## config.mk

```make
export PLATFORM = sky130hd
export DESIGN_NAME = sram_bus_monitor
export DESIGN_NICKNAME = d
export VERILOG_FILES = /design/src/rtl/smon_pkg.sv /design/src/rtl/smon_decode.sv /design/src/rtl/smon_timer.sv /design/src/rtl/smon_flags.sv /design/src/rtl/sram_bus_monitor.sv
export SDC_FILE = /design/constraint.sdc
export NUM_CORES = 1
export LEC_CHECK = 0
export ABC_AREA = 1
export CAP_MARGIN = 20
export CORE_UTILIZATION = 40
export DETAILED_ROUTE_END_ITERATION = 8
export MAX_ROUTING_LAYER = met4
export SLEW_MARGIN = 20
export SYNTH_ARGS = -nofsm -noshare
export SYNTH_HDL_FRONTEND = slang
export SYNTH_SLANG_ARGS = --single-unit
```

## constraint.sdc

```tcl
create_clock -name clk -period 4 [get_ports clk]
set_clock_uncertainty 0.05 [all_clocks]
set_input_delay 1 -clock clk [delete_from_list [all_inputs] [get_ports clk]]
set_output_delay 1 -clock clk [all_outputs]
set_load 0.01 [all_outputs]
```

## src/rtl/smon_pkg.sv

```systemverilog
package smon_pkg;

   typedef enum logic [1:0] {
      MODE_OFF   = 2'd0,
      MODE_IDLE  = 2'd1,
      MODE_READ  = 2'd2,
      MODE_WRITE = 2'd3
   } bus_mode_e;

   localparam int NRULE   = 6;
   localparam int CODE_W  = 3;
   localparam int RULE_WP  = 0;
   localparam int RULE_CW  = 1;
   localparam int RULE_AW  = 2;
   localparam int RULE_DW  = 3;
   localparam int RULE_CYC = 4;
   localparam int RULE_AWR = 5;

   localparam int NTMR    = 4;
   localparam int TMR_WIN = 0;
   localparam int TMR_SEL = 1;
   localparam int TMR_ADR = 2;
   localparam int TMR_DAT = 3;

endpackage

```

## src/rtl/smon_decode.sv

```systemverilog
module smon_decode
   import smon_pkg::*;
#(
   parameter int ADDR_W = 17,
   parameter int DATA_W = 8
) (
   input  logic              clk,
   input  logic              rst_n,
   input  logic              pin_sel_n,
   input  logic              pin_sel,
   input  logic              pin_oe_n,
   input  logic              pin_we_n,
   input  logic [ADDR_W-1:0] pin_addr,
   input  logic [DATA_W-1:0] pin_data,
   output logic              sel_now,
   output logic              sel_rise,
   output logic              read_now,
   output logic              win_start,
   output logic              win_end,
   output logic              win_hold,
   output logic              addr_chg,
   output logic              data_chg
);

   typedef struct packed {
      logic              sel_n;
      logic              sel;
      logic              oe_n;
      logic              we_n;
      logic [ADDR_W-1:0] addr;
      logic [DATA_W-1:0] data;
   } smp_t;

   localparam smp_t IDLE_SMP = '{sel_n: 1'b1, sel: 1'b0, oe_n: 1'b1, we_n: 1'b1,
                                 addr: '0, data: '0};

   smp_t cur_q, prv_q;
   bus_mode_e mode_c, mode_p;

   function automatic bus_mode_e decode(input smp_t s);
      if (s.sel_n || !s.sel)  return MODE_OFF;
      else if (!s.we_n)       return MODE_WRITE;
      else if (!s.oe_n)       return MODE_READ;
      else                    return MODE_IDLE;
   endfunction

   always_ff @(posedge clk or negedge rst_n) begin
      if (!rst_n) begin
         cur_q <= IDLE_SMP;
         prv_q <= IDLE_SMP;
      end else begin
         cur_q <= '{sel_n: pin_sel_n, sel: pin_sel, oe_n: pin_oe_n, we_n: pin_we_n,
                    addr: pin_addr, data: pin_data};
         prv_q <= cur_q;
      end
   end

   always_comb begin
      mode_c    = decode(cur_q);
      mode_p    = decode(prv_q);
      sel_now   = (mode_c != MODE_OFF);
      sel_rise  = sel_now && (mode_p == MODE_OFF);
      read_now  = (mode_c == MODE_READ);
      win_start = (mode_c == MODE_WRITE) && (mode_p != MODE_WRITE);
      win_end   = (mode_c != MODE_WRITE) && (mode_p == MODE_WRITE);
      win_hold  = (mode_c == MODE_WRITE) && (mode_p == MODE_WRITE);
      addr_chg  = (cur_q.addr != prv_q.addr);
      data_chg  = (cur_q.data != prv_q.data);
   end

   assert_win_edges_R2: assert property (@(posedge clk) disable iff (!rst_n)
      !(win_start && win_end));

   assert_win_needs_sel_R2: assert property (@(posedge clk) disable iff (!rst_n)
      win_start |-> sel_now);

endmodule

```

## src/rtl/smon_timer.sv

```systemverilog
module smon_timer #(
   parameter int CNT_W = 8
) (
   input  logic             clk,
   input  logic             rst_n,
   input  logic             restart,
   output logic [CNT_W-1:0] cnt
);

   localparam logic [CNT_W-1:0] CNT_MAX = '1;

   always_ff @(posedge clk or negedge rst_n) begin
      if (!rst_n)              cnt <= CNT_MAX;
      else if (restart)        cnt <= '0;
      else if (cnt != CNT_MAX) cnt <= cnt + 1'b1;
   end

   assert_tmr_sat_R2: assert property (@(posedge clk) disable iff (!rst_n)
      (cnt == CNT_MAX && !restart) |=> (cnt == CNT_MAX));

   assert_tmr_restart_R4: assert property (@(posedge clk) disable iff (!rst_n)
      restart |=> (cnt == '0));

endmodule

```

## src/rtl/smon_flags.sv

```systemverilog
module smon_flags #(
   parameter int NR     = 6,
   parameter int CODE_W = 3
) (
   input  logic              clk,
   input  logic              rst_n,
   input  logic              clr,
   input  logic [NR-1:0]     hit,
   output logic [NR-1:0]     viol,
   output logic              stb,
   output logic [CODE_W-1:0] code
);

   logic [CODE_W-1:0] code_n;

   generate
      if ((1 << CODE_W) < NR) begin : g_bad_code
         $error("smon_flags: CODE_W too narrow for NR");
      end
   endgenerate

   always_comb begin
      code_n = '0;
      for (int i = NR - 1; i >= 0; i--) begin
         if (hit[i]) code_n = CODE_W'(i);
      end
   end

   always_ff @(posedge clk or negedge rst_n) begin
      if (!rst_n) begin
         viol <= '0;
         stb  <= 1'b0;
         code <= '0;
      end else begin
         viol <= clr ? hit : (viol | hit);
         stb  <= |hit;
         code <= (|hit) ? code_n : code;
      end
   end

   assert_stb_code_R8: assert property (@(posedge clk) disable iff (!rst_n)
      stb |-> viol[code]);

   assert_sticky_R9: assert property (@(posedge clk) disable iff (!rst_n)
      !clr |=> ((viol & $past(viol)) == $past(viol)));

   assert_stb_cause_R8: assert property (@(posedge clk) disable iff (!rst_n)
      (hit == '0) |=> !stb);

endmodule

```

## src/rtl/sram_bus_monitor.sv

```systemverilog
module sram_bus_monitor
   import smon_pkg::*;
#(
   parameter int ADDR_W = 17,
   parameter int DATA_W = 8,
   parameter int CNT_W  = 8,
   parameter int CYC_W  = 16,
   parameter int T_WP   = 5,
   parameter int T_CW   = 6,
   parameter int T_AW   = 6,
   parameter int T_DW   = 3,
   parameter int T_CYC  = 7
) (
   input  logic              clk,
   input  logic              rst_n,
   input  logic              clr,
   input  logic              bus_sel_n,
   input  logic              bus_sel,
   input  logic              bus_oe_n,
   input  logic              bus_we_n,
   input  logic [ADDR_W-1:0] bus_addr,
   input  logic [DATA_W-1:0] bus_data,
   output logic [5:0]        flags,
   output logic              flag_stb,
   output logic [2:0]        flag_code,
   output logic [CYC_W-1:0]  cycles
);

   localparam int LIM_MAX = (1 << CNT_W) - 1;
   localparam logic [CNT_W-1:0] L_WP  = CNT_W'(T_WP - 1);
   localparam logic [CNT_W-1:0] L_CW  = CNT_W'(T_CW - 1);
   localparam logic [CNT_W-1:0] L_AW  = CNT_W'(T_AW - 1);
   localparam logic [CNT_W-1:0] L_DW  = CNT_W'(T_DW - 1);
   localparam logic [CNT_W-1:0] L_CYC = CNT_W'(T_CYC - 1);

   generate
      if (T_WP < 1 || T_WP > LIM_MAX || T_CW < 1 || T_CW > LIM_MAX ||
          T_AW < 1 || T_AW > LIM_MAX || T_DW < 1 || T_DW > LIM_MAX ||
          T_CYC < 1 || T_CYC > LIM_MAX) begin : g_bad_lim
         $error("sram_bus_monitor: a threshold does not fit CNT_W");
      end
      if (ADDR_W < 1 || DATA_W < 1 || CYC_W < 2) begin : g_bad_width
         $error("sram_bus_monitor: bad width parameter");
      end
   endgenerate

   logic sel_now, sel_rise, read_now;
   logic win_start, win_end, win_hold, addr_chg, data_chg;
   logic armed_q;
   logic [NRULE-1:0] hit;
   logic [NTMR-1:0]  tmr_rst;
   logic [CNT_W-1:0] tcnt [NTMR];

   smon_decode #(.ADDR_W(ADDR_W), .DATA_W(DATA_W)) u_dec (
      .clk(clk), .rst_n(rst_n),
      .pin_sel_n(bus_sel_n), .pin_sel(bus_sel), .pin_oe_n(bus_oe_n),
      .pin_we_n(bus_we_n), .pin_addr(bus_addr), .pin_data(bus_data),
      .sel_now(sel_now), .sel_rise(sel_rise), .read_now(read_now),
      .win_start(win_start), .win_end(win_end), .win_hold(win_hold),
      .addr_chg(addr_chg), .data_chg(data_chg)
   );

   always_comb begin
      tmr_rst          = '0;
      tmr_rst[TMR_WIN] = win_start;
      tmr_rst[TMR_SEL] = sel_rise;
      tmr_rst[TMR_ADR] = addr_chg;
      tmr_rst[TMR_DAT] = data_chg;
   end

   generate
      for (genvar g = 0; g < NTMR; g++) begin : g_tmr
         smon_timer #(.CNT_W(CNT_W)) u_tmr (
            .clk(clk), .rst_n(rst_n), .restart(tmr_rst[g]), .cnt(tcnt[g])
         );
      end
   endgenerate

   always_ff @(posedge clk or negedge rst_n) begin
      if (!rst_n)                    armed_q <= 1'b0;
      else if (!sel_now)             armed_q <= 1'b0;
      else if (addr_chg)             armed_q <= 1'b1;
   end

   always_comb begin
      hit           = '0;
      hit[RULE_WP]  = win_end && (tcnt[TMR_WIN] < L_WP);
      hit[RULE_CW]  = win_end && (sel_rise || tcnt[TMR_SEL] < L_CW);
      hit[RULE_AW]  = win_end && (addr_chg || tcnt[TMR_ADR] < L_AW);
      hit[RULE_DW]  = win_end && (data_chg || tcnt[TMR_DAT] < L_DW);
      hit[RULE_CYC] = addr_chg && sel_now && armed_q && (tcnt[TMR_ADR] < L_CYC);
      hit[RULE_AWR] = addr_chg && win_hold;
   end

   smon_flags #(.NR(NRULE), .CODE_W(CODE_W)) u_flg (
      .clk(clk), .rst_n(rst_n), .clr(clr), .hit(hit),
      .viol(flags), .stb(flag_stb), .code(flag_code)
   );

   always_ff @(posedge clk or negedge rst_n) begin
      if (!rst_n) cycles <= '0;
      else        cycles <= cycles + CYC_W'(win_end) + CYC_W'(addr_chg && read_now);
   end

   assert_awr_sel_R7: assert property (@(posedge clk) disable iff (!rst_n)
      hit[RULE_AWR] |-> sel_now);

   assert_cyc_armed_R6: assert property (@(posedge clk) disable iff (!rst_n)
      hit[RULE_CYC] |-> $past(sel_now));

   assert_cnt_hold_R10: assert property (@(posedge clk) disable iff (!rst_n)
      (!win_end && !(addr_chg && read_now)) |=> $stable(cycles));

   assert_end_rules_R2: assert property (@(posedge clk) disable iff (!rst_n)
      !win_end |-> (hit[RULE_DW:RULE_WP] == '0));

endmodule

```

==> flow_summary.yaml <==
cells_and_area:
  final_cells: 696
  fillerInstances: 1023
  utilization_pct: 53.2
  nets: 582
  design_area_sq_mm: 0.00612
  area_growth_pct: 28.0
  diodes: 0
  drive_gt1_share_pct: 16.3
power_and_ir_drop:
  leakage_nw: 2.69
  ir_worst_vdd_mv: 0.232
  p_per_area_mw_per_mm2: 535
  power.total_mw: 3.28
run_status:
  outcome: "complete, but fails checks"
  failed_checks: "DRC"
sta:
  setup-tns-final_ns: 0
  fmax_mhz: 335
  rsz0062_at_grt: "false"
  whs_ns: 0.314
  setup_slack_ns: 1.01
  drv_slew: 0
  setup_viol: 0
  period_needed_ns: 2.99
  maxSlewHeadroom_pct: 51.7
  worst_slew_pin_slew_ns: 0.725
  finalHoldViolations: 0
  fin_crit_sh_pct: 74.7
synth:
  avgSynthCellArea_sq_um: 10.3
  synth-edff-count: 0
  synth-compound-area-share_pct: 6.80
  synthXorXnorAreaFrac_pct: 5.86
  synth_area_sq_mm: 0.00478
  synth_mux_area_share_pct: 0
  synthSimpleGateAreaFrac_pct: 17.4
  ys_seq_elements: 116
  synth_fa_ha_area_share_pct: 2.25
  yosysTopAreaCell: "dfrtp_1"
  async_flop_share_pct: 100
  netlist_instances: 466
  ys_types: 35
  synth_top_area_share_pct: 41.3
  synth_most_common_cell: "dfrtp_1"
  yosys_warnings: 0
  synthTopCellsByCount: "79 x dfrtp_1, 78 x nand2_1, 72 x inv_1, 46 x nor2_1, 37 x dfstp_2"
  synth_fp_nets: 506
  synth_seq_area_share_pct: 61.7
  synth_top_family_by_area: "simple AND/OR/NAND/NOR gates"
  synth_flop_cell: "dfrtp_1"
  ys_top_cells_by_area: "dfrtp_1 41%, dfstp_2 20%, nand2_1 6.1%"
floorplan:
  die_x_um: 111
  io_pins: 58
  num_rows: 39
  coreArea_sq_mm: 0.0115
  dieHeight_um: 111
  die_area_sq_mm: 0.0124
  start_util_pct: 41.5
cts:
  cts.clk_slew.worst_paths_ns: 0.05
  cts_buffer_depth: 2
  cts.sinks: 116
  cts_tree: "yes"
  htree_levels: 4
  cts_hold_buf: 0
  post_cts_buffers: 0
  ctsResizeCount: 0
  insertion_delay_ns: 0.40
  cts_inserted_buffers: 17
  clock-root-buffer: "clkbuf_16"
drt:
  drt_iter0_drc: 170
  postRouteAntennaNets: 0
  wl_um: 8280
  wire_per_inst_um: 11.9
  drc: 6
  vias: 3245
  dr.pass1.iters: 6
  via_per_inst: 4.66
grt:
  antenna_found_initial: 0
  grt_pass1_wl_um: 14900
  grt-ovfl-total: 0
  grt_usage_pct: 15.7
  grt_pass1_vias: 3358
  grt_max_degree: 84
placement:
  hpwl_um: 5780
  dpl_cell_area_sq_mm: 0.00553
  port_buffers: 57
  dp.cells: 666
  dp_slack_ns: 1.00
  gp_congestion: 0.790
worst_setup_path:
  required_ns: 4.23
  crit_arrival_ns: 3.22
  regToRegSetupSlack_ns: 1.01
  reg2reg_from: "u_dec.cur_q[24]"
  crit_type: "register to register"
  worstRegToRegCells: 19
  rr_endpoint: "cycles[14]"
  start_kind: "register"
  cp-end-kind: "register"
  cp_max_fo: 14
min_path:
  hold_end: "u_dec.prv_q[25]"
  holdPathStages: 0
  worstHoldStart: "u_dec.cur_q[25]"
  hp-class: "register to register"
job:
  maxCapViolations: 0
==> routing by layer <==
metal,vias up,wire [um],global-route usage [%]
li1,1635,-,-
met1,1531,3840,18.7
met2,63,3950,24.6
met3,16,307,4.30
met4,0,182,8.02
met5,-,0,-
==> area by class of cell <==
cell class | count | area, sq um | area share, %
Clock buffer | 21 | 480 | 7.85
Clock inverter | 9 | 104 | 1.70
Inverter | 74 | 278 | 4.54
Multi-Input combinational cell | 274 | 1550 | 25.2
Sequential cell | 116 | 2950 | 48.2
Tap cell | 143 | 179 | 2.92
Timing Repair Buffer | 59 | 587 | 9.59
==> cell families (layout without fill, tap and decap cells) <==
| group | after synthesis | after routing |
|---|---|---|
| fa+ha+maj | 8 | 8 |
| xor+xnor | 32 | 32 |
| flops | 116 | 116 |
| simple gates | 180 | 180 |
| compound gates | 54 | 54 |
| buf+inv | 76 | 163 |
==> sequential cells by signal, indices dropped and copies added (netlist names) <==
name             count
cycles              16
u_dec.prv_q         28
u_dec.cur_q         29
u_flg.code           3
u_flg.viol           6
g_tmr.u_tmr.cnt     32
u_flg.stb            1
armed_q              1
==> where the power goes <==
| group | switching [mW] | internal (mW) | leakage [nW] |
|---|---|---|---|
| registers | 0.0943 | 1.33 | 1.35 |
| logic | 0.194 | 0.194 | 1.05 |
| clock network | 0.499 | 0.970 | 0.287 |
==> worst max-delay path: stages (launching register included) <==
cell and delay, ns:
dfrtp_1 0.39, nand2_1 0.07, inv_1 0.03, nor2_1 0.07
nor2_1 0.05, nand2_1 0.06, nor2_1 0.05, nand3_2 0.22
nand2_1 0.14, fa_1 0.43, inv_1 0.10, ha_1 0.20
nand3_2 0.11, nor3b_2 0.25, nand3_2 0.11, nor2_1 0.11
nand2_1 0.10, nor2_2 0.12, nand2_1 0.07, xnor2_1 0.13
==> worst max path at each step <==
| stage | from | to | cells after the start |
|---|---|---|---|
| after detailed placement | u_dec.cur_q[24] | cycles[14] | 19 |
| after global placement | u_dec.cur_q[13] | cycles[14] | 19 |
| after CTS | u_dec.cur_q[24] | cycles[14] | 19 |
| after global routing | u_dec.cur_q[24] | cycles[14] | 19 |
| after floorplan | u_dec.cur_q[16] | cycles[14] | 20 |
| final | u_dec.cur_q[24] | cycles[14] | 19 |
==> cell usage in the layout (no fill, tap or decap), types with 3 or more instances in the layout <==
cell,instances
dfrtp_1,79
nand2_1,78
inv_1,72
clkdlybuf4s50_1,56
nor2_1,46
dfstp_2,37
o21ai_0,22
xnor2_1,21
nand3_1,17
clkbuf_16,17
nor3_1,14
xor2_1,11
a211oi_1,10
a31oi_1,9
ha_1,7
nand3_2,6
a21oi_1,5
nor2_2,4
clkinv_2,4
clkbuf_8,4
nand4_1,3
o21a_1,3
Note: power is estimated with default switching activity, not from simulation.
